===== src/rtl/pinint_pkg.sv =====
`timescale 1ns/1ps
package pinint_pkg;

    localparam int unsigned REG_AW = 4;

    typedef enum logic [REG_AW-1:0] {
        SEL_MODE  = 4'd0,
        SEL_HIEN  = 4'd1,
        SEL_HISET = 4'd2,
        SEL_HICLR = 4'd3,
        SEL_LOEN  = 4'd4,
        SEL_LOSET = 4'd5,
        SEL_LOCLR = 4'd6,
        SEL_RISE  = 4'd7,
        SEL_FALL  = 4'd8,
        SEL_PEND  = 4'd9
    } reg_sel_e;

    typedef enum logic {
        ST_QUIET = 1'b0,
        ST_HELD  = 1'b1
    } chan_state_e;

endpackage


===== src/rtl/pinint_sync.sv =====
`timescale 1ns/1ps
module pinint_sync #(
    parameter int unsigned WIDTH = 8
) (
    input  logic             clk,
    input  logic             rst_n,
    input  logic [WIDTH-1:0] async_i,
    output logic [WIDTH-1:0] sync_o
);

    logic [WIDTH-1:0] meta_q;
    logic [WIDTH-1:0] stab_q;

    always_ff @(posedge clk or negedge rst_n) begin
        if (!rst_n) begin
            meta_q <= '0;
            stab_q <= '0;
        end else begin
            meta_q <= async_i;
            stab_q <= meta_q;
        end
    end

    assign sync_o = stab_q;

endmodule


===== src/rtl/pinint_regif.sv =====
`timescale 1ns/1ps
module pinint_regif import pinint_pkg::*; #(
    parameter int unsigned NUM_CH = 8,
    parameter int unsigned DATA_W = 32
) (
    input  logic [REG_AW-1:0] reg_addr,
    input  logic              reg_wr,
    input  logic              reg_rd,
    input  logic [DATA_W-1:0] reg_wdata,
    input  logic [NUM_CH-1:0] mode_v,
    input  logic [NUM_CH-1:0] hien_v,
    input  logic [NUM_CH-1:0] loen_v,
    input  logic [NUM_CH-1:0] rise_v,
    input  logic [NUM_CH-1:0] fall_v,
    input  logic [NUM_CH-1:0] pend_v,
    output logic              mode_we,
    output logic              hien_we,
    output logic              loen_we,
    output logic [NUM_CH-1:0] wbits,
    output logic [NUM_CH-1:0] hi_set,
    output logic [NUM_CH-1:0] hi_clr,
    output logic [NUM_CH-1:0] lo_set,
    output logic [NUM_CH-1:0] lo_clr,
    output logic [NUM_CH-1:0] rise_clr,
    output logic [NUM_CH-1:0] fall_clr,
    output logic [NUM_CH-1:0] pend_clr,
    output logic [DATA_W-1:0] reg_rdata
);

    localparam int unsigned PAD_W = DATA_W - NUM_CH;

    reg_sel_e          sel;
    logic [NUM_CH-1:0] rd_word;
    logic              unused_wdata_hi;

    assign sel             = reg_sel_e'(reg_addr);
    assign wbits           = reg_wdata[NUM_CH-1:0];
    assign unused_wdata_hi = ^reg_wdata[DATA_W-1:NUM_CH];

    // write strobe decode
    always_comb begin
        mode_we  = 1'b0;
        hien_we  = 1'b0;
        loen_we  = 1'b0;
        hi_set   = '0;
        hi_clr   = '0;
        lo_set   = '0;
        lo_clr   = '0;
        rise_clr = '0;
        fall_clr = '0;
        pend_clr = '0;
        if (reg_wr) begin
            unique case (sel)
                SEL_MODE:  mode_we  = 1'b1;
                SEL_HIEN:  hien_we  = 1'b1;
                SEL_HISET: hi_set   = wbits;
                SEL_HICLR: hi_clr   = wbits;
                SEL_LOEN:  loen_we  = 1'b1;
                SEL_LOSET: lo_set   = wbits;
                SEL_LOCLR: lo_clr   = wbits;
                SEL_RISE:  rise_clr = wbits;
                SEL_FALL:  fall_clr = wbits;
                SEL_PEND:  pend_clr = wbits;
                default:   ;
            endcase
        end
    end

    // read selection
    always_comb begin
        unique case (sel)
            SEL_MODE:                       rd_word = mode_v;
            SEL_HIEN, SEL_HISET, SEL_HICLR: rd_word = hien_v;
            SEL_LOEN, SEL_LOSET, SEL_LOCLR: rd_word = loen_v;
            SEL_RISE:                       rd_word = rise_v;
            SEL_FALL:                       rd_word = fall_v;
            SEL_PEND:                       rd_word = pend_v;
            default:                        rd_word = '0;
        endcase
    end

    assign reg_rdata = reg_rd ? {{PAD_W{1'b0}}, rd_word} : '0;

endmodule


===== src/rtl/pinint_chan.sv =====
`timescale 1ns/1ps
module pinint_chan import pinint_pkg::*; (
    input  logic clk,
    input  logic rst_n,
    input  logic pin_s,
    input  logic mode_we,
    input  logic hien_we,
    input  logic loen_we,
    input  logic wbit,
    input  logic hi_set,
    input  logic hi_clr,
    input  logic lo_set,
    input  logic lo_clr,
    input  logic rise_clr,
    input  logic fall_clr,
    input  logic pend_clr,
    output logic mode_q,
    output logic hien_q,
    output logic loen_q,
    output logic rise_q,
    output logic fall_q,
    output logic pend_o
);

    chan_state_e state_q;
    chan_state_e state_d;
    logic        prev_q;
    logic        rise_evt;
    logic        fall_evt;
    logic        edge_hit;
    logic        lvl_hit;

    assign rise_evt = pin_s & ~prev_q;
    assign fall_evt = ~pin_s & prev_q;
    assign edge_hit = (rise_evt & hien_q) | (fall_evt & loen_q);
    assign lvl_hit  = (pin_s & hien_q) | (~pin_s & loen_q);

    // configuration and capture registers
    always_ff @(posedge clk or negedge rst_n) begin
        if (!rst_n) begin
            prev_q <= 1'b0;
            mode_q <= 1'b0;
            hien_q <= 1'b0;
            loen_q <= 1'b0;
            rise_q <= 1'b0;
            fall_q <= 1'b0;
        end else begin
            prev_q <= pin_s;
            if (mode_we) mode_q <= wbit;
            if (hien_we)     hien_q <= wbit;
            else if (hi_set) hien_q <= 1'b1;
            else if (hi_clr) hien_q <= 1'b0;
            if (loen_we)     loen_q <= wbit;
            else if (lo_set) loen_q <= 1'b1;
            else if (lo_clr) loen_q <= 1'b0;
            rise_q <= rise_evt | (rise_q & ~rise_clr);
            fall_q <= fall_evt | (fall_q & ~fall_clr);
        end
    end

    // state register
    always_ff @(posedge clk or negedge rst_n) begin
        if (!rst_n) state_q <= ST_QUIET;
        else        state_q <= state_d;
    end

    // next state
    always_comb begin
        state_d = state_q;
        unique case (state_q)
            ST_QUIET: if (!mode_q && edge_hit) state_d = ST_HELD;
            ST_HELD: begin
                if (mode_q)                      state_d = ST_QUIET;
                else if (pend_clr && !edge_hit)  state_d = ST_QUIET;
            end
            default: state_d = ST_QUIET;
        endcase
    end

    // outputs
    always_comb begin
        if (mode_q) pend_o = lvl_hit;
        else        pend_o = (state_q == ST_HELD);
    end

    AST_HIEN_SET: assert property (@(posedge clk) disable iff (!rst_n)
        (hi_set && !hien_we) |=> hien_q);
    AST_LOEN_CLR: assert property (@(posedge clk) disable iff (!rst_n)
        (lo_clr && !lo_set && !loen_we) |=> !loen_q);
    AST_RISE_CAPTURE: assert property (@(posedge clk) disable iff (!rst_n)
        rise_evt |=> rise_q);
    AST_FALL_CAPTURE: assert property (@(posedge clk) disable iff (!rst_n)
        fall_evt |=> fall_q);
    AST_EDGE_STICKY: assert property (@(posedge clk) disable iff (!rst_n)
        (!mode_q && !mode_we && pend_o && !pend_clr) |=> pend_o);
    AST_EDGE_WINS: assert property (@(posedge clk) disable iff (!rst_n)
        (!mode_q && !mode_we && edge_hit) |=> pend_o);

endmodule


===== src/rtl/pinint_ctrl.sv =====
`timescale 1ns/1ps
module pinint_ctrl import pinint_pkg::*; #(
    parameter int unsigned NUM_CH = 8,
    parameter int unsigned DATA_W = 32
) (
    input  logic              clk,
    input  logic              rst_n,
    input  logic [NUM_CH-1:0] pin_i,
    input  logic [REG_AW-1:0] reg_addr,
    input  logic              reg_wr,
    input  logic              reg_rd,
    input  logic [DATA_W-1:0] reg_wdata,
    output logic [DATA_W-1:0] reg_rdata,
    output logic [NUM_CH-1:0] irq_o
);

    logic [NUM_CH-1:0] pin_s;
    logic [NUM_CH-1:0] mode_v, hien_v, loen_v, rise_v, fall_v, pend_v;
    logic [NUM_CH-1:0] wbits, hi_set, hi_clr, lo_set, lo_clr;
    logic [NUM_CH-1:0] rise_clr, fall_clr, pend_clr;
    logic              mode_we, hien_we, loen_we;

    pinint_sync #(.WIDTH(NUM_CH)) sync_i (
        .clk     (clk),
        .rst_n   (rst_n),
        .async_i (pin_i),
        .sync_o  (pin_s)
    );

    pinint_regif #(.NUM_CH(NUM_CH), .DATA_W(DATA_W)) regif_i (
        .reg_addr  (reg_addr),
        .reg_wr    (reg_wr),
        .reg_rd    (reg_rd),
        .reg_wdata (reg_wdata),
        .mode_v    (mode_v),
        .hien_v    (hien_v),
        .loen_v    (loen_v),
        .rise_v    (rise_v),
        .fall_v    (fall_v),
        .pend_v    (pend_v),
        .mode_we   (mode_we),
        .hien_we   (hien_we),
        .loen_we   (loen_we),
        .wbits     (wbits),
        .hi_set    (hi_set),
        .hi_clr    (hi_clr),
        .lo_set    (lo_set),
        .lo_clr    (lo_clr),
        .rise_clr  (rise_clr),
        .fall_clr  (fall_clr),
        .pend_clr  (pend_clr),
        .reg_rdata (reg_rdata)
    );

    for (genvar ch = 0; ch < NUM_CH; ch++) begin : g_chan
        pinint_chan chan_i (
            .clk      (clk),
            .rst_n    (rst_n),
            .pin_s    (pin_s[ch]),
            .mode_we  (mode_we),
            .hien_we  (hien_we),
            .loen_we  (loen_we),
            .wbit     (wbits[ch]),
            .hi_set   (hi_set[ch]),
            .hi_clr   (hi_clr[ch]),
            .lo_set   (lo_set[ch]),
            .lo_clr   (lo_clr[ch]),
            .rise_clr (rise_clr[ch]),
            .fall_clr (fall_clr[ch]),
            .pend_clr (pend_clr[ch]),
            .mode_q   (mode_v[ch]),
            .hien_q   (hien_v[ch]),
            .loen_q   (loen_v[ch]),
            .rise_q   (rise_v[ch]),
            .fall_q   (fall_v[ch]),
            .pend_o   (pend_v[ch])
        );
    end

    assign irq_o = pend_v;

    AST_IDLE_READ_ZERO: assert property (@(posedge clk) disable iff (!rst_n)
        !reg_rd |-> (reg_rdata == '0));

endmodule


===== config.mk =====
export PLATFORM = sky130hd
export DESIGN_NAME = pinint_ctrl
export DESIGN_NICKNAME = d
export VERILOG_FILES = /design/src/rtl/pinint_pkg.sv /design/src/rtl/pinint_sync.sv /design/src/rtl/pinint_regif.sv /design/src/rtl/pinint_chan.sv /design/src/rtl/pinint_ctrl.sv
export SDC_FILE = /design/constraint.sdc
export NUM_CORES = 1
export LEC_CHECK = 0
export BUFFER_PORTS_ARGS = -buffer_cell sky130_fd_sc_hd__buf_4
export CORE_MARGIN = 4
export CORE_UTILIZATION = 55
export CTS_CLUSTER_DIAMETER = 150
export CTS_CLUSTER_SIZE = 10
export DETAILED_ROUTE_END_ITERATION = 8
export GPL_ROUTABILITY_DRIVEN = 1
export PLACE_DENSITY = 0.78
export SETUP_SLACK_MARGIN = 0.5
export SYNTH_ARGS = -nofsm -noshare
export SYNTH_HDL_FRONTEND = slang
export SYNTH_HIERARCHICAL = 1
export SYNTH_SLANG_ARGS = --single-unit

===== constraint.sdc =====
create_clock -name clk -period 3.4 [get_ports clk]
set_clock_uncertainty 0.1 [all_clocks]
set_input_delay 0.51 -clock clk [delete_from_list [all_inputs] [get_ports clk]]
set_output_delay 0.51 -clock clk [all_outputs]
set_load 0.02 [all_outputs]

==> metrics, run 1 <==
Cell variety after synth 39; pin count of the biggest net entering global routing 73; critical path class in -> out; CP Max Fanout 18; simple-gate share of the synthesized area 0.224; total routing usage reported by global routing 0.237; Sink Count 72; hold_sp pin_i[2]; fraction of registers with async set/reset 1.00; CP Launch Type input port; cts hold-fix bufs 0; Post-synth EDFFs 0; Setup crit end kind output port; Reg-to-Reg Start g_chan[5].chan_i/loen_q; routed wire length 9840 microns; Tmin final 2770 ps; antenna viol nets, final 0; Gate Count Post-Synth 429; num rows 30; Reg clk slew, reported paths 70 ps; root buffer cell clkbuf_8; Die H 93.0 microns; first-pass GRT wire length 15,900 microns; port bufs 39; Total Power 0.00233 W; Final nets 510; die area 8650 sq um; Worst EP required 2790 ps; post-CTS sizing 0; Worst Tran Pin Value 895 ps; Vias 3,273; multiplexer share of the synthesized area 0.0563; Cell Area, Synth 3980 sq um; Die Width 93.0 microns; setup repair after global routing missed its margin false; layout cells sized above 1 0.170; Seq/Total Area, Yosys 0.453; Initial DRC Count 296; antenna violations before repair 0; clock buffer count from CTS 9; Tcrit/Tclk final 0.814; WP data arrival 2160 ps; fmax 0.362 GHz; Max VDD drop 0.354 mV; Slew headroom 0.403; Yosys Warn Count 6; wire per inst 17.5 microns; Post-DP HPWL 6500 microns; I/O pins 88; # diodes 0; commonest cells after routing, fill and taps aside 73 x nor2_1, 72 x dfrtp_1, 42 x buf_4, 29 x inv_1, 27 x nand2b_1; final-report max-slew violation count 0; main combinational cell family by area after synthesis simple AND/OR/NAND/NOR gates; initial core utilization 0.576; Skew-Pair Late Insertion Delay 340 ps; maxcap violations 0; Pre-antenna DRT Iters 5; Post-Synth Adder-Cell Area 0; CTS tree yes; H-tree levels 3; Synth Area in XOR/XNOR 0; final setup TNS 0 ps; Power Density 530 nW/um^2; core area 6910 sq um; total grt overflow 0; post-synthesis register bit count 72; worst hold path class in -> reg; post-CTS setup buffer count 0; Leakage Power 1.95 nW; Synth Area in Compound Gates 0.162; drc violations 0; Via-to-Cell Ratio 5.82; commonest non-fill, non-tap cell in the layout nor2_1; final count of hold timing violations 0; reg-to-reg slack, setup 2360 ps; Mapped Avg Cell Area 9.27 sq um; gp weighted congestion 0.857; Max clock buf depth 2; Critical Path Start reg_addr[2]; Layout area overhead 10.5%; vias in the first global route 3,135; status completed; Main synth FF type dfrtp_1; # setup viols final 0
critical path, stage by stage:
cell and delay (ps):
buf_4 210, nor2b_1 640, nand2_1 170, a32o_1 280, a21oi_1 160, buf_4 170
state kept, by name, summed over array words and instances (netlist names):
signal / flops
g_chan.chan_i/hien_q: 8
g_chan.chan_i/mode_q: 8
g_chan.chan_i/state_q: 8
g_chan.chan_i/rise_q: 8
sync_i/meta_q: 8
g_chan.chan_i/loen_q: 8
sync_i/sync_o: 8
g_chan.chan_i/fall_q: 8
g_chan.chan_i/prev_q: 8
stage by stage:
stage          std cells  cell area (sq um)  setup WS [ps]  utilization  hold WS (ps)
2_1_floorplan        452               4060            552            -           114
3_3_place_gp         547               4210            708        0.609           232
3_5_place_dp         547               4210            683        0.609           236
4_1_cts              562               4400            681        0.636           153
5_1_grt              562               4400            564        0.636           147
6_report             562               4400            634        0.636           167
synthesized netlist by cell type, drive strengths merged, types with 7 or more instances:
library cell / instances / area share
nor2: 73 / 0.069
dfrtp: 72 / 0.45
buf: 42 / 0.075
inv: 29 / 0.027
nand2b: 27 / 0.042
nor2b: 22 / 0.037
a21oi: 20 / 0.025
nand3b: 17 / 0.032
o31a: 16 / 0.035
nand2: 15 / 0.014
a22o: 11 / 0.027
mux2: 11 / 0.031
a31oi: 10 / 0.016
mux2i: 10 / 0.025
nand3: 10 / 0.013
o22ai: 8 / 0.013
o21ai: 7 / 0.0088
path summary, 6_finish.rpt:
kind                                             to  cells after the start
setup / recovery                       reg_rdata[1]                      6
hold / removal                     sync_i/meta_q[2]                      1
setup reg to reg            g_chan[5].chan_i/loen_q                      2
hold reg to reg                    sync_i/sync_o[3]                      0
max in group asynchronous  g_chan[7].chan_i/state_q                      1
min in group asynchronous          sync_i/meta_q[2]                      1
per-layer routing:
metal | up-vias | GRT usage | wire [microns]
met1 | 1562 | 0.316 | 3900
li1 | 1494 | - | -
met4 | 0 | 0.0806 | 97
met5 | - | 0 | 0
met3 | 14 | 0.0499 | 995
met2 | 203 | 0.386 | 4850
kinds of logic after synthesis:
kind of cell    after synthesis
compound gates               89
buf+inv                      72
flops                        72
mux                          21
other cells                   1
simple gates                174
power breakdown:
group          total [W]  switching [W]  leakage [nW]  internal [W]
clock           0.000650       0.000299        0.0989      0.000351
combinational   0.000571       0.000313          1.04      0.000259
sequential       0.00111       0.000123         0.803      0.000984
area by class of cell:
type | count | area, sq um
multi-input combinational | 308 | 1860
tap | 96 | 120
timing repair buffer | 42 | 315
fill | 601 | 2510
inverter | 29 | 109
clock buffer | 11 | 141
sequential | 72 | 1800
clock inverter | 4 | 45.0
Power figures use the tool's default switching activity.
==> run 2: changes to the inputs <==
ABC_AREA = 1   (was unset)
CORE_UTILIZATION = 49   (was 55)
PLACE_DENSITY = 0.73   (was 0.78)
clock period = 2.4 ns   (was 3.4 ns; I/O delays follow)
==> run 2 against run 1 <==
Flip-flop and latch count unchanged. Synthesized cell count increased by 21%. Sequential share of layout area shrank 4.7 points. Combinational power is 72% higher. Clock power is 98% higher. Die area rose by 8.8%. Critical path depth up 4. Total power grew 64%.
==> metrics, run 2 <==
Pre-antenna DRT Iters 5; reg-to-reg endpoint g_chan[5].chan_i/state_q; H-tree levels 3; antenna violations before repair 0; Slew headroom 0.635; Comb power frac 0.258; Yosys top cell by area dfrtp_1; drc violations 0; Layout area overhead 27.9%; Worst setup endpoint reg_rdata[2]; maxcap violations 0; clock buffer count from CTS 9; Die H 97.0 microns; Cell variety after synth 19; root buffer cell clkbuf_8; Die Width 97.0 microns; initial core utilization 0.503; CP Max Fanout 5; first-pass GRT wire length 17,100 microns; Reg clk slew, reported paths 70 ps; commonest non-fill, non-tap cell in the layout nand2_1; routed wire length 10,900 microns; fmax 0.487 GHz; Worst EP required 1940 ps; Skew-Pair Late Insertion Delay 360 ps; # setup viols final 0; layout cells sized above 1 0.250; Worst Tran Pin Value 546 ps; setup repair after global routing missed its margin true; final count of hold timing violations 0; num rows 32; Initial DRC Count 417; port bufs 39; share of total power in sequential cells 0.405; synth cell count leaders 110 x nand2_1, 90 x nor2_1, 75 x nand3_1; die area 9410 sq um; Int Pwr 0.00264 W; Final nets 663; total routing usage reported by global routing 0.228; wire per inst 15.1 microns; critical path class reg -> out; WP data arrival 1590 ps; core area 7730 sq um; Tmin final 2050 ps; status completed; Vias 3,805; final setup TNS 0 ps; Clk pwr share 0.337; final-report max-slew violation count 0; gp weighted congestion 0.904; Power Density 767 nW/um^2; Cell Area, Synth 3880 sq um; hold_sp pin_i[0]; largest cells by area after synthesis dfrtp_1 46%, nand2_1 11%, nand3_1 9.7%, nor2_1 8.7%, buf_4 6.4%; worst hold path class in -> reg; Gate Count Post-Synth 521; P_sw 0.00117 W; pin count of the biggest net entering global routing 41; Via-to-Cell Ratio 5.27; Setup crit end kind output port; switch share 0.306; Leakage Power 2.58 nW; post-synthesis register bit count 72; CP Launch Type register; antenna viol nets, final 0; area fraction of the dominant cell type after synthesis 0.464; I/O pins 88; Max VDD drop 0.486 mV; Max clock buf depth 2; Tcrit/Tclk final 0.855; fraction of registers with async set/reset 1.00; Post-DP HPWL 6670 microns; Critical Path Start sync_i/sync_o[2]; Seq/Total Area, Yosys 0.464; # diodes 0; total grt overflow 0; Final Hold Slack 21.1 ps; commonest cells after routing, fill and taps aside 100 x nand2_1, 89 x nor2_1, 85 x buf_4, 71 x dfrtp_1, 69 x nand3_1; Post-synth EDFFs 0; reg2reg path depth 8; Yosys Warn Count 6; fill cell count 651; Sink Count 72; reg-to-reg slack, setup 1150 ps; Main synth FF type dfrtp_1; most frequent cell after synthesis nand2_1; Reg-to-Reg Start sync_i/sync_o[5]; vias in the first global route 3,578; Mapped Avg Cell Area 7.45 sq um; CTS tree yes
## run 2: repair_timing
item,in CTS,in global routing
endpoints found under the setup margin,8,12
hold buffers,8,0
endpoints found under the hold margin,46,0
gates resized for setup,15,16
buffers inserted,21,15
pin swaps,9,15
## run 2: logic make-up (layout without fill, tap and decap cells)
group / count (synthesis) / in the layout / share of synthesized area
buffers and inverters: 109 / 185 / 0.139
other: 1 / 24 / 0.000966
flip-flops: 72 / 72 / 0.464
AND/OR/NAND/NOR: 299 / 299 / 0.330
AO/OA/AOI/OAI: 40 / 40 / 0.0670
## run 2: routing by layer
metal | vias up | wire length (microns) | global-route usage
li1 | 1787 | - | -
met1 | 1764 | 4390 | 0.288
met2 | 222 | 5130 | 0.369
met3 | 32 | 1100 | 0.0534
met4 | 0 | 303 | 0.106
met5 | - | 0 | 0
## run 2: metrics by stage
stage	cell area, sq um	setup WS (ps)	cells	power [W]	utilization
finish	4970	348	722	0.00381	0.643
global route	4970	226	722	0.00400	0.643
CTS	4800	358	707	0.00373	0.621
detailed placement	4270	366	662	0.00234	0.552
global placement	4270	378	662	0.00231	0.552
floorplan	3980	536	544	0.00207	-
## run 2: power groups by stage
| stage | clock [W] | combinational (W) | sequential (W) |
|---|---|---|---|
| 5_1_grt | 0.00136 | 0.00108 | 0.00156 |
| 3_3_place_gp | 0 | 0.000753 | 0.00156 |
| 3_5_place_dp | 0 | 0.000774 | 0.00156 |
| 4_1_cts | 0.00131 | 0.000885 | 0.00153 |
| 6_report | 0.00129 | 0.000983 | 0.00154 |
| 2_1_floorplan | 0 | 0.000546 | 0.00152 |
## run 2: critical path, stage by stage (launching register included)
cell     delay, ps
dfrtp_1        440
inv_2           80
nand2_1         40
nand2_1         60
nand2_1         60
nand2_2         90
nand3_2         80
nand3_2         60
nor2_1          50
nor2_1         120
buf_4          160
## run 2: how the worst min path moves through the flow
stage	to	slack [ps]	cells after the start
finish	sync_i/meta_q[0]	20	1
CTS	sync_i/meta_q[0]	0.6	1
detailed placement	sync_i/sync_o[0]	230	0
global placement	sync_i/sync_o[7]	230	0
global route	sync_i/meta_q[0]	7	1
floorplan	g_chan[0].chan_i/fall_q	-40	0
## run 2: final cells by class
cell class,instances,area [sq um],area share
Clock buffer,11,141,0.0285
Clock inverter,5,128,0.0257
Inverter,71,267,0.0537
Multi-Input combinational cell,363,1710,0.344
Sequential cell,72,1800,0.363
Tap cell,102,128,0.0257
Timing Repair Buffer,98,792,0.159
==> run 3: changes to the inputs <==
RECOVER_POWER = 100   (was unset)
==> run 3 against run 2 <==
Register-to-register slack about the same. Flip-flop and latch count unchanged. Core utilization decreased by 0.83 points. Clock-buffer cell count unchanged. Sequential power about the same. Worst setup slack got worse by 110 ps. Fmax decreased by 4.9%. Clock power about the same. Cell area decreased by 1.3%. Wire length decreased by 0.62%. Critical endpoint unchanged. Largest power group unchanged. Highest routed layer unchanged.
==> metrics, run 3 (synthesis results as in run 2) <==
status completed; I/O pins 88; Setup crit end kind output port; Reg clk slew, reported paths 70 ps; routed wire length 10,900 microns; maxcap violations 0; Die H 97.0 microns; CP Launch Type input port; critical path class in -> out; # setup viols final 0; gp weighted congestion 0.904; first-pass GRT wire length 17,100 microns; Sink Count 72; Layout area overhead 26.3%; Slew headroom 0.335; antenna viol nets, final 0; metal3 WL 1160 microns; wire per inst 15.0 microns; Worst Tran Pin Value 997 ps; Vias 3,859; die area 9410 sq um; pin count of the biggest net entering global routing 41; Tcrit/Tclk final 0.899; Pre-antenna DRT Iters 5; num rows 32; Layout Cell Area excl Fill 4900 sq um; fmax 0.463 GHz; worst hold path class in -> reg; clock buffer count from CTS 9; antenna violations before repair 0; Die Width 97.0 microns; root buffer cell clkbuf_8; H-tree levels 3; setup repair after global routing missed its margin true; Tmin final 2160 ps; Via-to-Cell Ratio 5.34; layout cells sized above 1 0.223; Max clock buf depth 2; commonest cells after routing, fill and taps aside 104 x nand2_1, 90 x nor2_1, 71 x dfrtp_1, 69 x nand3_1, 63 x buf_4; placed cell areas 4270 sq um; Final nets 663; met2 WL 5060 microns; WL met1 4210 microns; port bufs 39; total grt overflow 0; final count of hold timing violations 0; vias in the first global route 3,578; Worst EP required 1940 ps; Leakage Power 2.54 nW; Skew-Pair Late Insertion Delay 350 ps; final-report max-slew violation count 0; commonest non-fill, non-tap cell in the layout nand2_1; Power Density 768 nW/um^2; total routing usage reported by global routing 0.228; # diodes 0; final setup TNS 0 ps; final core occ 0.635; CP Max Fanout 10; initial core utilization 0.503; Initial DRC Count 417; CTS tree yes; WP data arrival 1700 ps; core area 7730 sq um; Post-DP HPWL 6670 microns; drc violations 0; fill cell count 666; highest routed layer met4; Max VDD drop 0.470 mV
-- run 3: layout make-up --
type | count | area, sq um | share of cell area
clock buffer | 11 | 141 | 0.0288
sequential | 72 | 1800 | 0.368
multi-input combinational | 363 | 1690 | 0.344
inverter | 71 | 267 | 0.0544
timing repair buffer | 98 | 752 | 0.153
tap | 102 | 128 | 0.0260
clock inverter | 5 | 128 | 0.0260
-- run 3: path summary, 6_finish.rpt --
kind                       slack [ps]             start                       end  cells past startpoint
min in group asynchronous         600             rst_n   g_chan[1].chan_i/prev_q                      2
setup / recovery                  240       reg_addr[0]              reg_rdata[2]                      8
hold / removal                     40          pin_i[0]          sync_i/meta_q[0]                      1
max in group asynchronous         870             rst_n          sync_i/sync_o[7]                      3
setup reg to reg                 1160  sync_i/sync_o[5]  g_chan[5].chan_i/state_q                      8
hold reg to reg                   250  sync_i/meta_q[0]          sync_i/sync_o[0]                      0
-- run 3: stage by stage --
stage	setup WS [ps]	hold slack, ps	std cells	power (W)
finish	241	43.8	722	0.00377
global route	136	29.8	722	0.00397
CTS	358	0.638	707	0.00373
detailed placement	366	235	662	0.00234
global placement	378	233	662	0.00231
floorplan	536	-35.6	544	0.00207
-- run 3: per-layer routing --
| layer | vias to the layer above | GRT usage |
|---|---|---|
| li1 | 1785 | - |
| met1 | 1798 | 0.288 |
| met2 | 231 | 0.369 |
| met3 | 45 | 0.0534 |
| met4 | 0 | 0.106 |
| met5 | - | 0 |
-- run 3: timing repair --
action,CTS,global route
setup endpoints to repair,8,12
buffers inserted,21,15
gates resized for setup,15,16
pin swaps,9,15
hold buffers,8,0
hold endpoints to repair,46,0
-- run 3: worst max-delay path, cell delays in order --
cell,delay [ps]
clkbuf_1,200
inv_1,120
nand2_1,410
nand3_1,170
nand3_2,110
nor2_1,50
nor2_1,110
buf_4,160
-- run 3: where the power goes --
part	switching, W	leakage (nW)	internal [W]
clock network	0.000454	0.130	0.000824
logic	0.000547	1.61	0.000400
registers	0.000151	0.805	0.00139
total	0.00115	2.54	0.00261
